===== config.mk =====
export PLATFORM = sky130hd
export DESIGN_NAME = burst_fill_seq
export DESIGN_NICKNAME = d
export VERILOG_FILES = /design/src/rtl/bfs_pkg.sv /design/src/rtl/bfs_cfg_decode.sv /design/src/rtl/bfs_lat_counter.sv /design/src/rtl/bfs_beat_counter.sv /design/src/rtl/burst_fill_seq.sv
export SDC_FILE = /design/constraint.sdc
export NUM_CORES = 1
export LEC_CHECK = 0
export BUFFER_PORTS_ARGS = -buffer_cell sky130_fd_sc_hd__buf_2
export CELL_PAD_IN_SITES_DETAIL_PLACEMENT = 2
export CELL_PAD_IN_SITES_GLOBAL_PLACEMENT = 2
export CORE_UTILIZATION = 24
export CTS_CLUSTER_DIAMETER = 200
export DETAILED_ROUTE_END_ITERATION = 6
export PLACE_DENSITY = 0.76
export SYNTH_ARGS = -nofsm -noshare
export SYNTH_HDL_FRONTEND = slang
export SYNTH_SLANG_ARGS = --single-unit

===== constraint.sdc =====
create_clock -name clk -period 1.65 [get_ports clk]
set_clock_uncertainty 0.15 [all_clocks]
set_input_delay 0.2475 -clock clk [delete_from_list [all_inputs] [get_ports clk]]
set_output_delay 0.2475 -clock clk [all_outputs]
set_load 0.005 [all_outputs]

===== src/rtl/bfs_pkg.sv =====
// Shared types of the burst line-fill sequencer.
// Assumes a 2-bit timing setting: bit1 picks the slow follow-on spacing,
// bit0 picks the slow lead latency.
package bfs_pkg;

    typedef enum logic {
        FS_IDLE  = 1'b0,
        FS_BURST = 1'b1
    } fill_state_t;

    typedef struct packed {
        logic slow_next;
        logic slow_lead;
    } fill_cfg_t;

endpackage


===== src/rtl/bfs_cfg_decode.sv =====
// Turns the encoded timing setting into two latencies in bus clocks.
// Assumes every latency parameter fits in LAT_W bits and is nonzero.
module bfs_cfg_decode
    import bfs_pkg::*;
#(
    parameter int LAT_W     = 2,
    parameter int LEAD_FAST = 2,
    parameter int LEAD_SLOW = 3,
    parameter int NEXT_FAST = 1,
    parameter int NEXT_SLOW = 2
) (
    input  fill_cfg_t        cfg,
    output logic [LAT_W-1:0] lead_lat,
    output logic [LAT_W-1:0] next_lat
);

    // Select the lead and follow-on latencies from the setting bits.
    always_comb begin
        lead_lat = cfg.slow_lead ? LAT_W'(LEAD_SLOW) : LAT_W'(LEAD_FAST);
        next_lat = cfg.slow_next ? LAT_W'(NEXT_SLOW) : LAT_W'(NEXT_FAST);
    end

endmodule


===== src/rtl/bfs_lat_counter.sv =====
// Down counter that times the wait before a beat.
// On load it holds (value - 1). It reports expired in the cycle its count is 0.
// Assumes load values are at least 1.
module bfs_lat_counter #(
    parameter int LAT_W = 2
) (
    input  logic             clk,
    input  logic             rst_n,
    input  logic             load,
    input  logic [LAT_W-1:0] load_val,
    output logic             expired
);

    logic [LAT_W-1:0] cnt_q;

    // Load the new wait, otherwise count down toward zero.
    always_ff @(posedge clk) begin
        if (!rst_n)
            cnt_q <= '0;
        else if (load)
            cnt_q <= load_val - LAT_W'(1);
        else if (cnt_q != '0)
            cnt_q <= cnt_q - LAT_W'(1);
    end

    assign expired = (cnt_q == '0);

    AST_LOAD_NONZERO: assert property (@(posedge clk) disable iff (!rst_n)
        load |-> (load_val != '0));

endmodule


===== src/rtl/bfs_beat_counter.sv =====
// Counts the beats of one burst and flags the last beat.
// Assumes clear and advance never come in the same cycle.
module bfs_beat_counter #(
    parameter int BEATS = 4,
    localparam int IDX_W = $clog2(BEATS)
) (
    input  logic             clk,
    input  logic             rst_n,
    input  logic             clear,
    input  logic             advance,
    output logic [IDX_W-1:0] idx,
    output logic             last
);

    logic [IDX_W-1:0] idx_q;

    // Step to the next word on each non-final beat, restart on clear.
    always_ff @(posedge clk) begin
        if (!rst_n || clear)
            idx_q <= '0;
        else if (advance)
            idx_q <= idx_q + IDX_W'(1);
    end

    assign idx  = idx_q;
    assign last = (idx_q == IDX_W'(BEATS - 1));

endmodule


===== src/rtl/burst_fill_seq.sv =====
// Burst line-fill sequencer: accepts a line request when idle, then paces
// BEATS word reads from the secondary cache with a programmable lead and
// follow-on latency. It raises one ready per beat and done on the last.
// Assumes the requester holds fill_req until it sees busy, and that the
// cache returns the data in the cycle its ready is shown.
module burst_fill_seq
    import bfs_pkg::*;
#(
    parameter int ADDR_W    = 32,
    parameter int WORD_B    = 4,
    parameter int BEATS     = 4,
    parameter int LAT_W     = 2,
    parameter int LEAD_FAST = 2,
    parameter int LEAD_SLOW = 3,
    parameter int NEXT_FAST = 1,
    parameter int NEXT_SLOW = 2,
    localparam int IDX_W    = $clog2(BEATS),
    localparam int BYTE_W   = $clog2(WORD_B),
    localparam int LINE_W   = ADDR_W - IDX_W - BYTE_W
) (
    input  logic              clk,
    input  logic              rst_n,
    input  logic              fill_req,
    input  logic [LINE_W-1:0] fill_line,
    input  logic [1:0]        fill_cfg,
    output logic              busy,
    output logic              sram_oe,
    output logic [IDX_W-1:0]  word_idx,
    output logic [ADDR_W-1:0] fill_word_addr,
    output logic              beat_ready,
    output logic              fill_done
);

    fill_state_t       state_q;
    fill_cfg_t         cfg_q;
    fill_cfg_t         cfg_sel;
    logic [LINE_W-1:0] line_q;
    logic [LAT_W-1:0]  lead_lat;
    logic [LAT_W-1:0]  next_lat;
    logic              accept;
    logic              wait_over;
    logic              last_beat;
    logic              cnt_load;
    logic [LAT_W-1:0]  cnt_val;
    logic [IDX_W-1:0]  beat_idx;

    // Take a request only while idle.
    assign accept = (state_q == FS_IDLE) && fill_req;

    // Decode the live setting while idle, the captured one during a burst.
    assign cfg_sel = (state_q == FS_IDLE) ? fill_cfg_t'(fill_cfg) : cfg_q;

    bfs_cfg_decode #(
        .LAT_W    (LAT_W),
        .LEAD_FAST(LEAD_FAST),
        .LEAD_SLOW(LEAD_SLOW),
        .NEXT_FAST(NEXT_FAST),
        .NEXT_SLOW(NEXT_SLOW)
    ) u_decode (
        .cfg     (cfg_sel),
        .lead_lat(lead_lat),
        .next_lat(next_lat)
    );

    // A beat is ready when its wait has run out inside a burst.
    assign beat_ready = (state_q == FS_BURST) && wait_over;
    assign fill_done  = beat_ready && last_beat;

    // Restart the wait on acceptance and after each non-final beat.
    assign cnt_load = accept || (beat_ready && !last_beat);
    assign cnt_val  = accept ? lead_lat : next_lat;

    bfs_lat_counter #(
        .LAT_W(LAT_W)
    ) u_wait (
        .clk     (clk),
        .rst_n   (rst_n),
        .load    (cnt_load),
        .load_val(cnt_val),
        .expired (wait_over)
    );

    bfs_beat_counter #(
        .BEATS(BEATS)
    ) u_beats (
        .clk    (clk),
        .rst_n  (rst_n),
        .clear  (accept || fill_done),
        .advance(beat_ready && !last_beat),
        .idx    (beat_idx),
        .last   (last_beat)
    );

    // Enter a burst on acceptance and leave it on the last beat.
    always_ff @(posedge clk) begin
        if (!rst_n)
            state_q <= FS_IDLE;
        else if (accept)
            state_q <= FS_BURST;
        else if (fill_done)
            state_q <= FS_IDLE;
    end

    // Capture the line number and timing setting at acceptance.
    always_ff @(posedge clk) begin
        if (!rst_n) begin
            line_q <= '0;
            cfg_q  <= '0;
        end else if (accept) begin
            line_q <= fill_line;
            cfg_q  <= fill_cfg_t'(fill_cfg);
        end
    end

    assign busy           = (state_q == FS_BURST);
    assign sram_oe        = (state_q == FS_BURST);
    assign word_idx       = beat_idx;
    assign fill_word_addr = {line_q, beat_idx, {BYTE_W{1'b0}}};

    AST_READY_IN_BURST: assert property (@(posedge clk) disable iff (!rst_n)
        beat_ready |-> (busy && sram_oe));

    AST_DONE_ON_LAST: assert property (@(posedge clk) disable iff (!rst_n)
        fill_done |-> (word_idx == IDX_W'(BEATS - 1)));

    AST_IDLE_AFTER_DONE: assert property (@(posedge clk) disable iff (!rst_n)
        fill_done |=> !busy);

    AST_CFG_HELD: assert property (@(posedge clk) disable iff (!rst_n)
        (busy && !accept) |=> (cfg_q == $past(cfg_q)));

    AST_BEAT_STEP: assert property (@(posedge clk) disable iff (!rst_n)
        (beat_ready && !fill_done) |=> (word_idx == $past(word_idx) + IDX_W'(1)));

endmodule


# Word level (Yosys, flattened, before mapping)
# Index checks and enable logic that the tools add are counted.
# word_totals
register_bits,35
in_bits,33
word_cells,32
out_inout_bits,38
# op_classes
mux,8
n_addsub,3
bitwise_logic,1
reduce_logical,13
n_eq_ne,1
# op_table
cell,n
$mux W2,5
$reduce_bool A2 Y1,3
$logic_and A1 B1 Y1,4
$sub A2 B1 Y2 const B,2
$logic_or A1 B1 Y1,3
$mux W1,3
$add A2 B1 Y2 const B,1
$eq A2 B2 Y1 const B,1
$logic_not A1 Y1,2
$logic_not A2 Y1,1
$not A1 Y1,1

# Longest topological paths before layout
# depth
depth_word,5
mapped_depth,5
mapped_depth_nobuf,4

# Cells and area by module
# Synthesis repeated with hierarchy kept, for this count alone.
# unflattened
hier_cells,175
area_unflattened_um2,1567.8
# by_module_without_submodules
mod,area_each_um2,cells_each,n_inst,seq_area_each_um2
burst_fill_seq,1356.3,152,1,620.6
bfs_lat_counter,96.3,10,1,40.0
bfs_beat_counter,85.1,8,1,40.0
bfs_cfg_decode,30.0,5,1,0.0

# Worst setup path before layout
# No wires, ideal clock.
# synth_timing
path_type,register to output
startpoint,"reg state_q, in the netlist busy"
endpoint,out fill_done
path_buffers,0
required_time_ps,1252
arrival_ps,907
path_stages_with_launch,3
setup_slack_ps,345
path_cell_list,dfxtp_1 > nor3b_4 > and2_1
# synth_via
elab_chain_len,2
# synth_rtl
item,line,source
from (decl),burst_fill_seq.sv:34,fill_state_t state_q;
from (signal assigned),burst_fill_seq.sv:97,state_q <= FS_IDLE;
from (signal assigned),burst_fill_seq.sv:99,state_q <= FS_BURST;
from (signal assigned),burst_fill_seq.sv:101,state_q <= FS_IDLE;
$logic_and A1 B1 Y1,burst_fill_seq.sv:66,assign beat_ready = (state_q == FS_BURST) && wait_over;
net beat_ready,burst_fill_seq.sv:30,"output logic beat_ready,"
$logic_and A1 B1 Y1,burst_fill_seq.sv:67,assign fill_done = beat_ready && last_beat;
to (decl),burst_fill_seq.sv:31,output logic fill_done
# The timed path passes the listed nets, and every way through them passes these cells.

# Worst setup path in the final report
# layout_timing
startpoint,"reg state_q, in the netlist busy"
endpoint,out fill_done
# layout_via
elab_chain_len,2
# layout_rtl
item,line
$logic_and A1 B1 Y1,burst_fill_seq.sv:66
$logic_and A1 B1 Y1,burst_fill_seq.sv:67
# Every way passes these cells.

==> results.rst <==
.. list-table::
   :header-rows: 1

   * - Metric
     - Value
   * - Area of the die
     - between 6000 and 7000 um^2
   * - Routability Congestion
     - slightly above 0.7
   * - DP Wirelength
     - 2880 um
   * - Wire length of the first global-routing pass
     - approximately 6400 um
   * - Dominant register cell in the synthesized netlist
     - dfxtp_1
   * - Total power consumption of the routed design
     - around 1.7 mW
   * - TritonRoute pass-1 iters
     - 2
   * - Number of antenna violations at the first check in global routing
     - 0
   * - Post-synthesis area per instance
     - ~8.6 um^2
   * - Flip-flop and latch count after synthesis
     - 34
   * - Post-CTS clock slew at the launch and capture registers of the worst setup and hold paths
     - 70 ps
   * - Clock buffer count from CTS
     - 5
   * - Power per Cell Area
     - ~900 nW/um^2
   * - Outcome
     - finished, final reports clean
   * - Residual DRC
     - 0
   * - Port Buffer Count
     - 68
   * - Minimum period implied by the final worst setup slack
     - 1540 ps
   * - Cell type contributing the most total cell area after synthesis
     - dfxtp_1
   * - Number of global-route vias before repair
     - approximately 1400
   * - Max FO, Critical Path
     - 9
   * - Highest-utilization routing layer at the global route stage
     - met2
   * - Layout cell share with drive strength beyond 1
     - between 30% and 40%
   * - Number of DRC violations after detailed-routing iteration 0
     - 30
   * - Worst voltage drop across the vdd grid
     - 0.000347 V
   * - Largest net degree at the start of global routing
     - 33
   * - Total global routing track utilization
     - between 10% and 20%
   * - Layout fillers
     - between 600 and 700
   * - Dominant cells by area after synthesis
     - dfxtp_1 (49%), nand2_1 (16%), a21boi_1 (15%), buf_4 (3.8%), buf_6 (2.4%)
   * - Final Worst Setup Slack
     - 108 ps
   * - Max Fclk
     - between 600 and 700 MHz
   * - Area of the multi-input gates
     - ~600 um^2
   * - Final routed wire length divided by cell count
     - 12.6 um
   * - Number of vias after detailed routing
     - roughly 1300
   * - Number of diodes added for antenna fixing
     - 0
   * - Crit Path Category
     - flop to primary output
   * - Crit path arrival time
     - about 1100 ps
   * - Sequential cell area
     - approximately 690 um^2
   * - Overall die width
     - a little under 80 um
   * - Post-synthesis instance area
     - around 1400 um^2
   * - Worst min-delay path category
     - primary input to flop
   * - Worst slack at placement
     - 146 ps
   * - Category of the worst setup path capture point
     - primary output
   * - Slew Viols, Final
     - 0
   * - Category of the worst setup path launch point
     - flop
   * - Post-route standard cell area excluding fillers
     - ~1900 um^2
   * - Fraction of registers with async set/reset
     - 0%
   * - Number of library cell types mapped by synthesis
     - 25
   * - Total congestion overflow after global routing
     - 0
   * - Placed inst area
     - approximately 1800 um^2
   * - Total Wirelength
     - around 3800 um
   * - Clock tree buffer depth
     - 2
   * - LEAKAGE
     - slightly below 0.9 nW
   * - Core occupancy in the finished layout
     - between 30% and 40%
   * - Unrepaired setup endpoints after global routing
     - no
   * - Total setup violations reported at the end of the flow
     - 0
   * - Post-detailed-route via-to-cell ratio
     - roughly 4.4
   * - Total Nets Final
     - 264
   * - Antenna-violating nets left
     - 0
   * - Number of enable flip-flop cells after synthesis
     - 0
   * - Die height
     - approximately 78 um
   * - Warning count from the yosys run
     - 0
   * - CTS Root Buffer Type
     - clkbuf_8
   * - Starting utilization of the core area
     - 25.2%
   * - Sequential fraction of the synthesis area
     - about 50%
   * - TritonCTS clock tree
     - yes
   * - Required arrival time at the worst endpoint
     - about 1300 ps
   * - Worst-case register-to-register setup slack
     - ~270 ps
   * - Yosys top cell area share
     - between 40% and 50%
   * - Max-cap viol count
     - 0
   * - Boundary Pins
     - around 70
   * - Met3 track demand over resource in global routing
     - under 10%
   * - Number of rows in the core area
     - 27
   * - Area inside the core boundary
     - roughly 5500 um^2
   * - Clock network latency to the later pin of the worst-skew pair
     - 280 ps
   * - Final number of hold-violating endpoints
     - 0
   * - Synth-to-Final Area Change
     - 34.2%
   * - Met2 capacity usage during global routing
     - a little over a quarter
   * - Share of the cycle needed by the critical path after routing
     - slightly above 90%
   * - Number of cells produced by synthesis
     - ~160
   * - Global-route met1 utilization
     - around 13%
   * - Post-route setup TNS
     - 0 ps
   * - H-tree depth
     - 2
   * - Clk sink count
     - 34
==> area by class of cell <==
type	instances	share of cell area (%)
sequential	34	36.6
multi-input combinational	114	32.8
timing repair buffer	75	21.6
tap	72	4.81
clock buffer	5	3.67
clock inverter	2	0.534
==> placed cells by master (no fill, tap or decap), types with 2 or more instances in the layout <==
cell,synthesis,final
o21ai_0,2,2
buf_4,7,6
clkinv_2,0,2
clkbuf_8,0,5
buf_2,2,68
nand2_1,61,61
nand2b_1,2,2
a21boi_1,27,27
a21boi_0,3,3
nor2_1,3,3
dfxtp_1,34,32
a21oi_1,2,2
conb_1,1,2
==> through the flow <==
| step | hold WS, ps | instances |
|---|---|---|
| global placement | 289 | 293 |
| finish | 54.3 | 302 |
| floorplan | 232 | 163 |
| CTS | 43.8 | 302 |
| global route | 50.2 | 302 |
| detailed placement | 296 | 293 |
==> cell usage after synthesis (2+ instances only) <==
| cell type | number |
|---|---|
| a21boi_0 | 3 |
| a21boi_1 | 27 |
| a21oi_1 | 2 |
| buf_2 | 2 |
| buf_4 | 7 |
| buf_6 | 3 |
| clkbuf_1 | 3 |
| dfxtp_1 | 34 |
| nand2_1 | 61 |
| nand2b_1 | 2 |
| nor2_1 | 3 |
| o21ai_0 | 2 |
==> kinds of logic after synthesis <==
logic type                 Yosys count  share of synthesized area [%]
adders and majority gates            1                          0.896
and+or+nand+nor                     75                           23.6
buffers and inverters               15                           7.71
AOI/OAI and AO/OA                   35                           18.1
DFF                                 34                           48.7
muxes                                1                          0.717
other                                1                          0.269
==> report_power, final <==
group	leakage (nW)	switching, mW	total, mW	internal [mW]
combinational	0.564	0.120	0.247	0.127
sequential	0.280	0.0293	0.898	0.868
clock	0.0438	0.285	0.568	0.283
total	0.888	0.434	1.71	1.28
==> timing repair <==
item	in CTS	in global routing
hold buffers	0	0
hold endpoints to repair	0	0
pin swaps	0	0
setup buffers	2	0
setup endpoints to repair	2	1
gates resized for setup	1	3
==> critical path, cell delays in order, from the launching register on <==
cell	delay (ps)
dfxtp_4	390
nor3b_4	200
and2_1	170
buf_2	110
==> path summary, 6_finish.rpt <==
kind	start	endpoint	cells after the start
min	fill_line[15]	line_q[15]	3
min reg2reg	line_q[12]	line_q[12]	2
max	busy	fill_done	3
max reg2reg	u_beats.idx[0]	u_wait.cnt_q[0]	4
==> layer usage <==
metal,part of all wire [%],vias to the layer above
met5,0,-
met1,40,630
met2,55,33
li1,-,650
met4,1.5,0
met3,4.0,5
==> registers in the layout, summed over array words and instances (netlist names) <==
name / count
busy: 1
u_beats.idx: 2
cfg_q: 1
u_wait.cnt_q: 2
line_q: 28
No activity file was read; power rests on OpenSTA's default activity.
